**src/rtl/pwr_ctl_pkg.sv**
```systemverilog
package pwr_ctl_pkg;
  typedef enum logic [1:0] {
    MODE_REG    = 2'b00,
    MODE_TST_LO = 2'b01,
    MODE_TST_HI = 2'b10,
    MODE_PIN    = 2'b11
  } pwr_mode_e;

  localparam int unsigned RX_PAD = 1;
  localparam int unsigned TX_PAD = 2;
endpackage

```
**src/rtl/pin_sync.sv**
```systemverilog
module pin_sync #(
  parameter int unsigned WIDTH   = 1,
  parameter int unsigned STAGES  = 2,
  parameter logic [WIDTH-1:0] RST_VAL = '0
) (
  input  logic             clk_i,
  input  logic             rst_ni,
  input  logic [WIDTH-1:0] d_i,
  output logic [WIDTH-1:0] q_o
);
  logic [WIDTH-1:0] stage_q [STAGES];

  for (genvar s = 0; s < STAGES; s++) begin : g_stage
    logic [WIDTH-1:0] src;
    if (s == 0) begin : g_first
      assign src = d_i;
    end else begin : g_next
      assign src = stage_q[s-1];
    end
    always_ff @(posedge clk_i or negedge rst_ni) begin
      if (!rst_ni) stage_q[s] <= RST_VAL;
      else         stage_q[s] <= src;
    end
  end

  assign q_o = stage_q[STAGES-1];
endmodule

```
**src/rtl/section_pwr_dec.sv**
```systemverilog
module section_pwr_dec
  import pwr_ctl_pkg::*;
(
  input  pwr_mode_e mode_i,
  input  logic      active_i,
  input  logic      pll_pd_i,
  input  logic      rx_pin_pd_i,
  input  logic      tx_pin_pd_i,
  input  logic      rx_sw_off_i,
  input  logic      tx_sw_off_i,
  output logic      reg_mode_o,
  output logic      test_mode_o,
  output logic      rx_en_o,
  output logic      tx_en_o,
  output logic      pll_en_o
);
  logic pin_mode;

  always_comb begin
    reg_mode_o  = 1'b0;
    pin_mode    = 1'b0;
    test_mode_o = 1'b0;
    unique case (mode_i)
      MODE_REG:    reg_mode_o  = 1'b1;
      MODE_PIN:    pin_mode    = 1'b1;
      default:     test_mode_o = 1'b1;
    endcase
  end

  always_comb begin
    rx_en_o = 1'b0;
    tx_en_o = 1'b0;
    if (active_i) begin
      if (reg_mode_o) begin
        rx_en_o = ~rx_sw_off_i;
        tx_en_o = ~tx_sw_off_i;
      end else if (pin_mode) begin
        rx_en_o = ~rx_pin_pd_i;
        tx_en_o = ~tx_pin_pd_i;
      end
    end
  end

  // PLL pin overrides every mode; test codes keep it off as well
  assign pll_en_o = active_i & ~pll_pd_i & ~test_mode_o;
endmodule

```
**src/rtl/gpo_drive.sv**
```systemverilog
module gpo_drive #(
  parameter int unsigned NUM_GPO = 3
) (
  input  logic               active_i,
  input  logic               reg_mode_i,
  input  logic               test_mode_i,
  input  logic [NUM_GPO-1:0] val_i,
  output logic [NUM_GPO-1:0] oe_o,
  output logic [NUM_GPO-1:0] out_o
);
  for (genvar g = 0; g < NUM_GPO; g++) begin : g_pad
    if (g == 0) begin : g_fixed
      assign oe_o[g] = active_i & ~test_mode_i;
    end else begin : g_shared
      // shared pads turn into power-down inputs outside register mode
      assign oe_o[g] = active_i & reg_mode_i;
    end
    assign out_o[g] = oe_o[g] & val_i[g];
  end
endmodule

```
**src/rtl/pwr_mode_ctl.sv**
```systemverilog
module pwr_mode_ctl
  import pwr_ctl_pkg::*;
#(
  parameter int unsigned NUM_GPO     = 3,
  parameter int unsigned SYNC_STAGES = 2
) (
  input  logic               clk_i,
  input  logic               rst_ni,
  input  logic               chip_en_i,
  input  logic               pll_pd_i,
  input  logic [1:0]         mode_sel_i,
  input  logic               rx_sw_off_i,
  input  logic               tx_sw_off_i,
  input  logic [NUM_GPO-1:0] gpo_val_i,
  input  logic               cp_tri_cfg_i,
  input  logic [NUM_GPO-1:0] gpo_pin_i,
  output logic               rx_en_o,
  output logic               tx_en_o,
  output logic               pll_en_o,
  output logic [NUM_GPO-1:0] gpo_oe_o,
  output logic [NUM_GPO-1:0] gpo_o,
  output logic               cp_tri_o
);
  // bit order of the synchronised bundle: {tx pad, rx pad, pll pd, chip en}
  localparam int unsigned NSYNC = 4;
  localparam logic [NSYNC-1:0] SYNC_RST = 4'b1110;

  logic [NSYNC-1:0] raw_pins, sync_pins;
  logic reg_mode, test_mode, pll_en;

  assign raw_pins = {gpo_pin_i[TX_PAD], gpo_pin_i[RX_PAD], pll_pd_i, chip_en_i};

  pin_sync #(
    .WIDTH  (NSYNC),
    .STAGES (SYNC_STAGES),
    .RST_VAL(SYNC_RST)
  ) u_sync (
    .clk_i (clk_i),
    .rst_ni(rst_ni),
    .d_i   (raw_pins),
    .q_o   (sync_pins)
  );

  section_pwr_dec u_dec (
    .mode_i      (pwr_mode_e'(mode_sel_i)),
    .active_i    (sync_pins[0]),
    .pll_pd_i    (sync_pins[1]),
    .rx_pin_pd_i (sync_pins[2]),
    .tx_pin_pd_i (sync_pins[3]),
    .rx_sw_off_i (rx_sw_off_i),
    .tx_sw_off_i (tx_sw_off_i),
    .reg_mode_o  (reg_mode),
    .test_mode_o (test_mode),
    .rx_en_o     (rx_en_o),
    .tx_en_o     (tx_en_o),
    .pll_en_o    (pll_en)
  );

  gpo_drive #(.NUM_GPO(NUM_GPO)) u_gpo (
    .active_i    (sync_pins[0]),
    .reg_mode_i  (reg_mode),
    .test_mode_i (test_mode),
    .val_i       (gpo_val_i),
    .oe_o        (gpo_oe_o),
    .out_o       (gpo_o)
  );

  assign pll_en_o = pll_en;
  assign cp_tri_o = cp_tri_cfg_i | ~pll_en;

  // pads 0..2 are required; the unused upper pads are simply not read
  if (NUM_GPO > 3) begin : g_extra_pins
    logic unused_pins;
    assign unused_pins = ^gpo_pin_i[NUM_GPO-1:3] ^ gpo_pin_i[0];
  end else begin : g_pin0
    logic unused_pin0;
    assign unused_pin0 = gpo_pin_i[0];
  end
endmodule

```
**config.mk**
```make
export PLATFORM = sky130hd
export DESIGN_NAME = pwr_mode_ctl
export DESIGN_NICKNAME = d
export VERILOG_FILES = /design/src/rtl/pwr_ctl_pkg.sv /design/src/rtl/pin_sync.sv /design/src/rtl/section_pwr_dec.sv /design/src/rtl/gpo_drive.sv /design/src/rtl/pwr_mode_ctl.sv
export SDC_FILE = /design/constraint.sdc
export NUM_CORES = 1
export LEC_CHECK = 0
export BUFFER_PORTS_ARGS = -buffer_cell sky130_fd_sc_hd__buf_2
export CORE_AREA = 2 2 39 41
export DETAILED_ROUTE_END_ITERATION = 7
export DIE_AREA = 0 0 41 43
export RECOVER_POWER = 25
export SKIP_CTS_REPAIR_TIMING = 1
export SYNTH_ARGS = -nofsm -noshare
export SYNTH_HDL_FRONTEND = slang
export SYNTH_HIERARCHICAL = 1
export SYNTH_SLANG_ARGS = --single-unit
```
**constraint.sdc**
```tcl
create_clock -name clk_i -period 0.95 [get_ports clk_i]
set_clock_uncertainty 0.05 [all_clocks]
set_input_delay 0.0475 -clock clk_i [delete_from_list [all_inputs] [get_ports clk_i]]
set_output_delay 0.0475 -clock clk_i [all_outputs]
set_load 0.02 [all_outputs]
```
After elaboration in Yosys (flattened, before gate mapping)
Index checks and enable logic that the tools add are counted.

cells by class
  reductions and logical operators = 2
  bitwise operators = 14
  equal/unequal tests = 1
  muxes and demuxes = 8

operators with widths
  cell                                   count
  2-to-1 mux 1 bit                       8
  bitwise AND 1 bit                      7
  NOT 1 bit                              6
  == test 2 bit (second input constant)  1
  logical NOT 2 bit                      1
  OR reduction 2 bit                     1
  OR 1 bit                               1

storage, ports and cells
  word-level logic and storage cells = 27
  flip-flop bits (word level) = 8
  input port bits = 15
  output and inout bits = 10

Logic depth before layout (Yosys ltp)
  word-level depth = 5
  gate-level depth with buffers = 4
  depth with buffers taken out = 4

Modules after synthesis
The synthesis kept the hierarchy.

modules (own cells, without submodules)
  module           area each (µm²)  times used  cells each
  pin_sync         207.7            1           8
  section_pwr_dec  91.3             1           10
  gpo_drive        45.0             1           6
  pwr_mode_ctl     6.3              1           1

Worst setup path after synthesis
Ideal clock, no wire load.

  path type = reg-to-output
  start = reg u_sync.stage_q (netlist bit u_sync/q_o[0])
  end = out cp_tri_o
  arrival time = 1038 ps
  stages on the path, launching flop included = 3
  path slack = -185 ps
  data required time = 852 ps
  buffers on the path = 0
  path through = dfrtp_1 nor3b_2 nand2b_1

between the ends
  longest elaborated chain between the ends = 4

RTL lines
  item                             RTL line               text
  start, declared                  pin_sync.sv:11         logic [WIDTH-1:0] stage_q [STAGES];
  start signal, assigned by index  pin_sync.sv:22         else stage_q[s] <= src;
  bitwise AND 1 bit (2 in series)  section_pwr_dec.sv:45  assign pll_en_o = active_i & ~pll_pd_i & ~test_mode_o;
  net pll_en_o                     pwr_mode_ctl.sv:19     output logic pll_en_o,
  NOT 1 bit                        pwr_mode_ctl.sv:69     assign cp_tri_o = cp_tri_cfg_i | ~pll_en;
  OR 1 bit                         pwr_mode_ctl.sv:69
  end, declared                    pwr_mode_ctl.sv:22     output logic cp_tri_o

The timed path passes the listed nets, and every way through them passes these cells.

Final worst setup path
  start = reg u_sync.stage_q (netlist bit u_sync/q_o[0])
  end = out tx_en_o

between the ends
  longest elaborated chain between the ends = 1

RTL lines
  item              RTL line               text
  2-to-1 mux 1 bit  section_pwr_dec.sv:33  if (active_i) begin
  end, declared     pwr_mode_ctl.sv:18     output logic tx_en_o,

No other way between the ends.

==> metrics.csv <==
metric,value,unit
status,"finished, violations left",
violations,negative setup slack,
start_util,25.3,%
synth_cell_types,16,
required,0.85,ns
post_drt_wl_per_cell,9.36,um
use_met3,1.57,%
area_growth_syn_to_layout,94.3,%
antenna_cells,0,
crit_family,flip-flops,
core_area,1380,um2
leakage,0.326,nW
dieArea,1760,um2
ys_ff_latch,8,
die_h,43,um
path_class,flop to output port,
grt-busiest-layer,met2,
numClockSinks,8,
grt_pass1_vias,239,
route.detailed.drc,0,
gr-usage-met2,10.6,%
fin_crit,1.25,ns
port_buffers,23,
crit_path_cell_trace,buf_6 -> nand3b_1 -> o31ai_4 -> buf_6,
crit_path_max_incr_delay,0.44,ns
drtIter0Drc,0,
antenna_found_initial,0,
vias,315,
cp.arrival,1.15,ns
die_w,41,um
gp_congestion,0.555,
dpl.cell_count,65,
hp-class,input port to asynchronous set/reset pin,
layout-drive-gt1-share,70.0,%
num_io_pins,25,
cp_slowest_cell,dfrtp_2,
clk_latency,0.25,ns
min_period_over_period,131,%
clk_pin_slew,0.06,ns
fin_total_pwr,0.000832,W
cts_buffer_depth,2,
setup_viol,10,
hold_ws,0.179,ns
drtPass1Iterations,1,
cp_common_cell,buf_6,
cts_tree,done,
ys.warnings.count,6,
std_cell_rows,14,
worst-path-max-fanout,5,
cts_root_buffer,clkbuf_4,
slew_viol_final,0,
grt-ovfl-total,0,
grt_util_all_layers,7.73,%
place_hpwl,443,um
wirelength,711,um
stdcell_count,76,
syn_nets,42,
fmaxAchievable,800,MHz
numCtsBuffers,3,
viasPerCell,4.14,
ant_nets,0,
peakVddDrop,0.624,mV
avgSynthCellArea,14.0,um2
grt_max_degree,10,
seq_area_frac_synth,59.3,%
netlist_instances,25,
p_per_area,1220,nW/um2
timing.final.ws_setup,-0.299,ns
max_cap_violations,0,
hold_violations,0,
cp-start-kind,flop,
end_kind,output port,
htree_levels,1,
maxSlewHeadroom,74.2,%
grt_pass1_wl,876,um
rsz0062_at_grt,true,
grt_use_met1,9.06,%
worst_pin_slew,0.386,ns
syn_area,350,um2
critical_path_buf_inv_count,2,
nNetsFinal,78,
==> per-layer routing <==
layer  wire [um]  vias to the layer above  share of wire, %
met5           0                        -                 0
li1            -                      154                 -
met2         389                       24                55
met4           0                        0                 0
met3          83                        0                12
met1         237                      137                33
==> per-stage QoR <==
step	setup TNS [ns]	setup WS [ns]	utilization, %	cell area [um2]
after global placement	-0.632	-0.153	37.5	519
final	-2.55	-0.299	49.2	681
after CTS	-2.81	-0.420	39.4	546
after global routing	-3.13	-0.348	49.2	681
after detailed placement	-0.701	-0.167	37.5	519
after floorplan	-0.106	-0.106	-	377
==> synth_stat cells <==
cell type,count,area share [%]
dfstp_2,6,45
and3_1,2,3.6
dfrtp_1,2,14
ha_1,2,7.1
inv_1,2,2.1
and2_2,1,2.1
and2b_2,1,2.5
and3b_1,1,2.5
buf_4,1,2.1
nand2_1,1,1.1
nand2_2,1,1.8
nand2b_1,1,1.8
nand3b_1,1,2.1
nor3b_2,1,3.6
o31ai_2,1,3.6
o32ai_2,1,4.6
==> final cells by class <==
cell class              instances  area [um2]
fillers                       125         703
repair buffers                 32         264
clock buffers                   4        26.3
inverters                       2        7.51
well taps                      16        20.0
flip-flops and latches          8         209
multi-input cells              14         154
==> logic make-up (layout without fill, tap and decap cells) <==
logic type / count (synthesis) / in the layout / share of synthesized area, %
AND/OR/NAND/NOR: 10 / 10 / 21.1
flip-flops: 8 / 8 / 59.3
buffers and inverters: 3 / 38 / 4.29
adder cells (fa/ha/maj): 2 / 2 / 7.14
AO/OA/AOI/OAI: 2 / 2 / 8.21
==> registers in the layout, indices dropped and copies added (netlist names) <==
signal              cells
u_sync/g_stage.src      4
u_sync/q_o              4
==> final timing paths <==
path,start,cells after the start,slack [ns],endpoint
setup / recovery,u_sync/q_o[0],4,-0.30,tx_en_o
hold / removal,rst_ni,2,0.18,u_sync/g_stage[1].src[0]
setup reg to reg,u_sync/g_stage[1].src[1],0,0.34,u_sync/q_o[1]
hold reg to reg,u_sync/g_stage[1].src[0],0,0.30,u_sync/q_o[0]
max in group asynchronous,rst_ni,2,0.35,u_sync/q_o[3]
min in group clk_i,u_sync/g_stage[1].src[0],0,0.30,u_sync/q_o[0]
==> where the power goes <==
group	total [W]	switching, W	leakage, nW	internal, W
clock	0.000270	0.000110	0.0150	0.000160
combinational	0.000182	0.0000770	0.226	0.000105
sequential	0.000380	0.0000106	0.0854	0.000369
total	0.000832	0.000198	0.326	0.000634
==> cell usage in the layout (no fill, tap or decap), drive strengths merged, types with 2 or more instances in the layout <==
cell / netlist / routed
inv: 2 / 2
dfstp: 6 / 6
buf: 1 / 26
ha: 2 / 2
clkbuf: 0 / 5
dlygate4sd3: 0 / 5
and3: 2 / 2
dfrtp: 2 / 2
nand2: 2 / 2
Power figures use the tool's default switching activity.
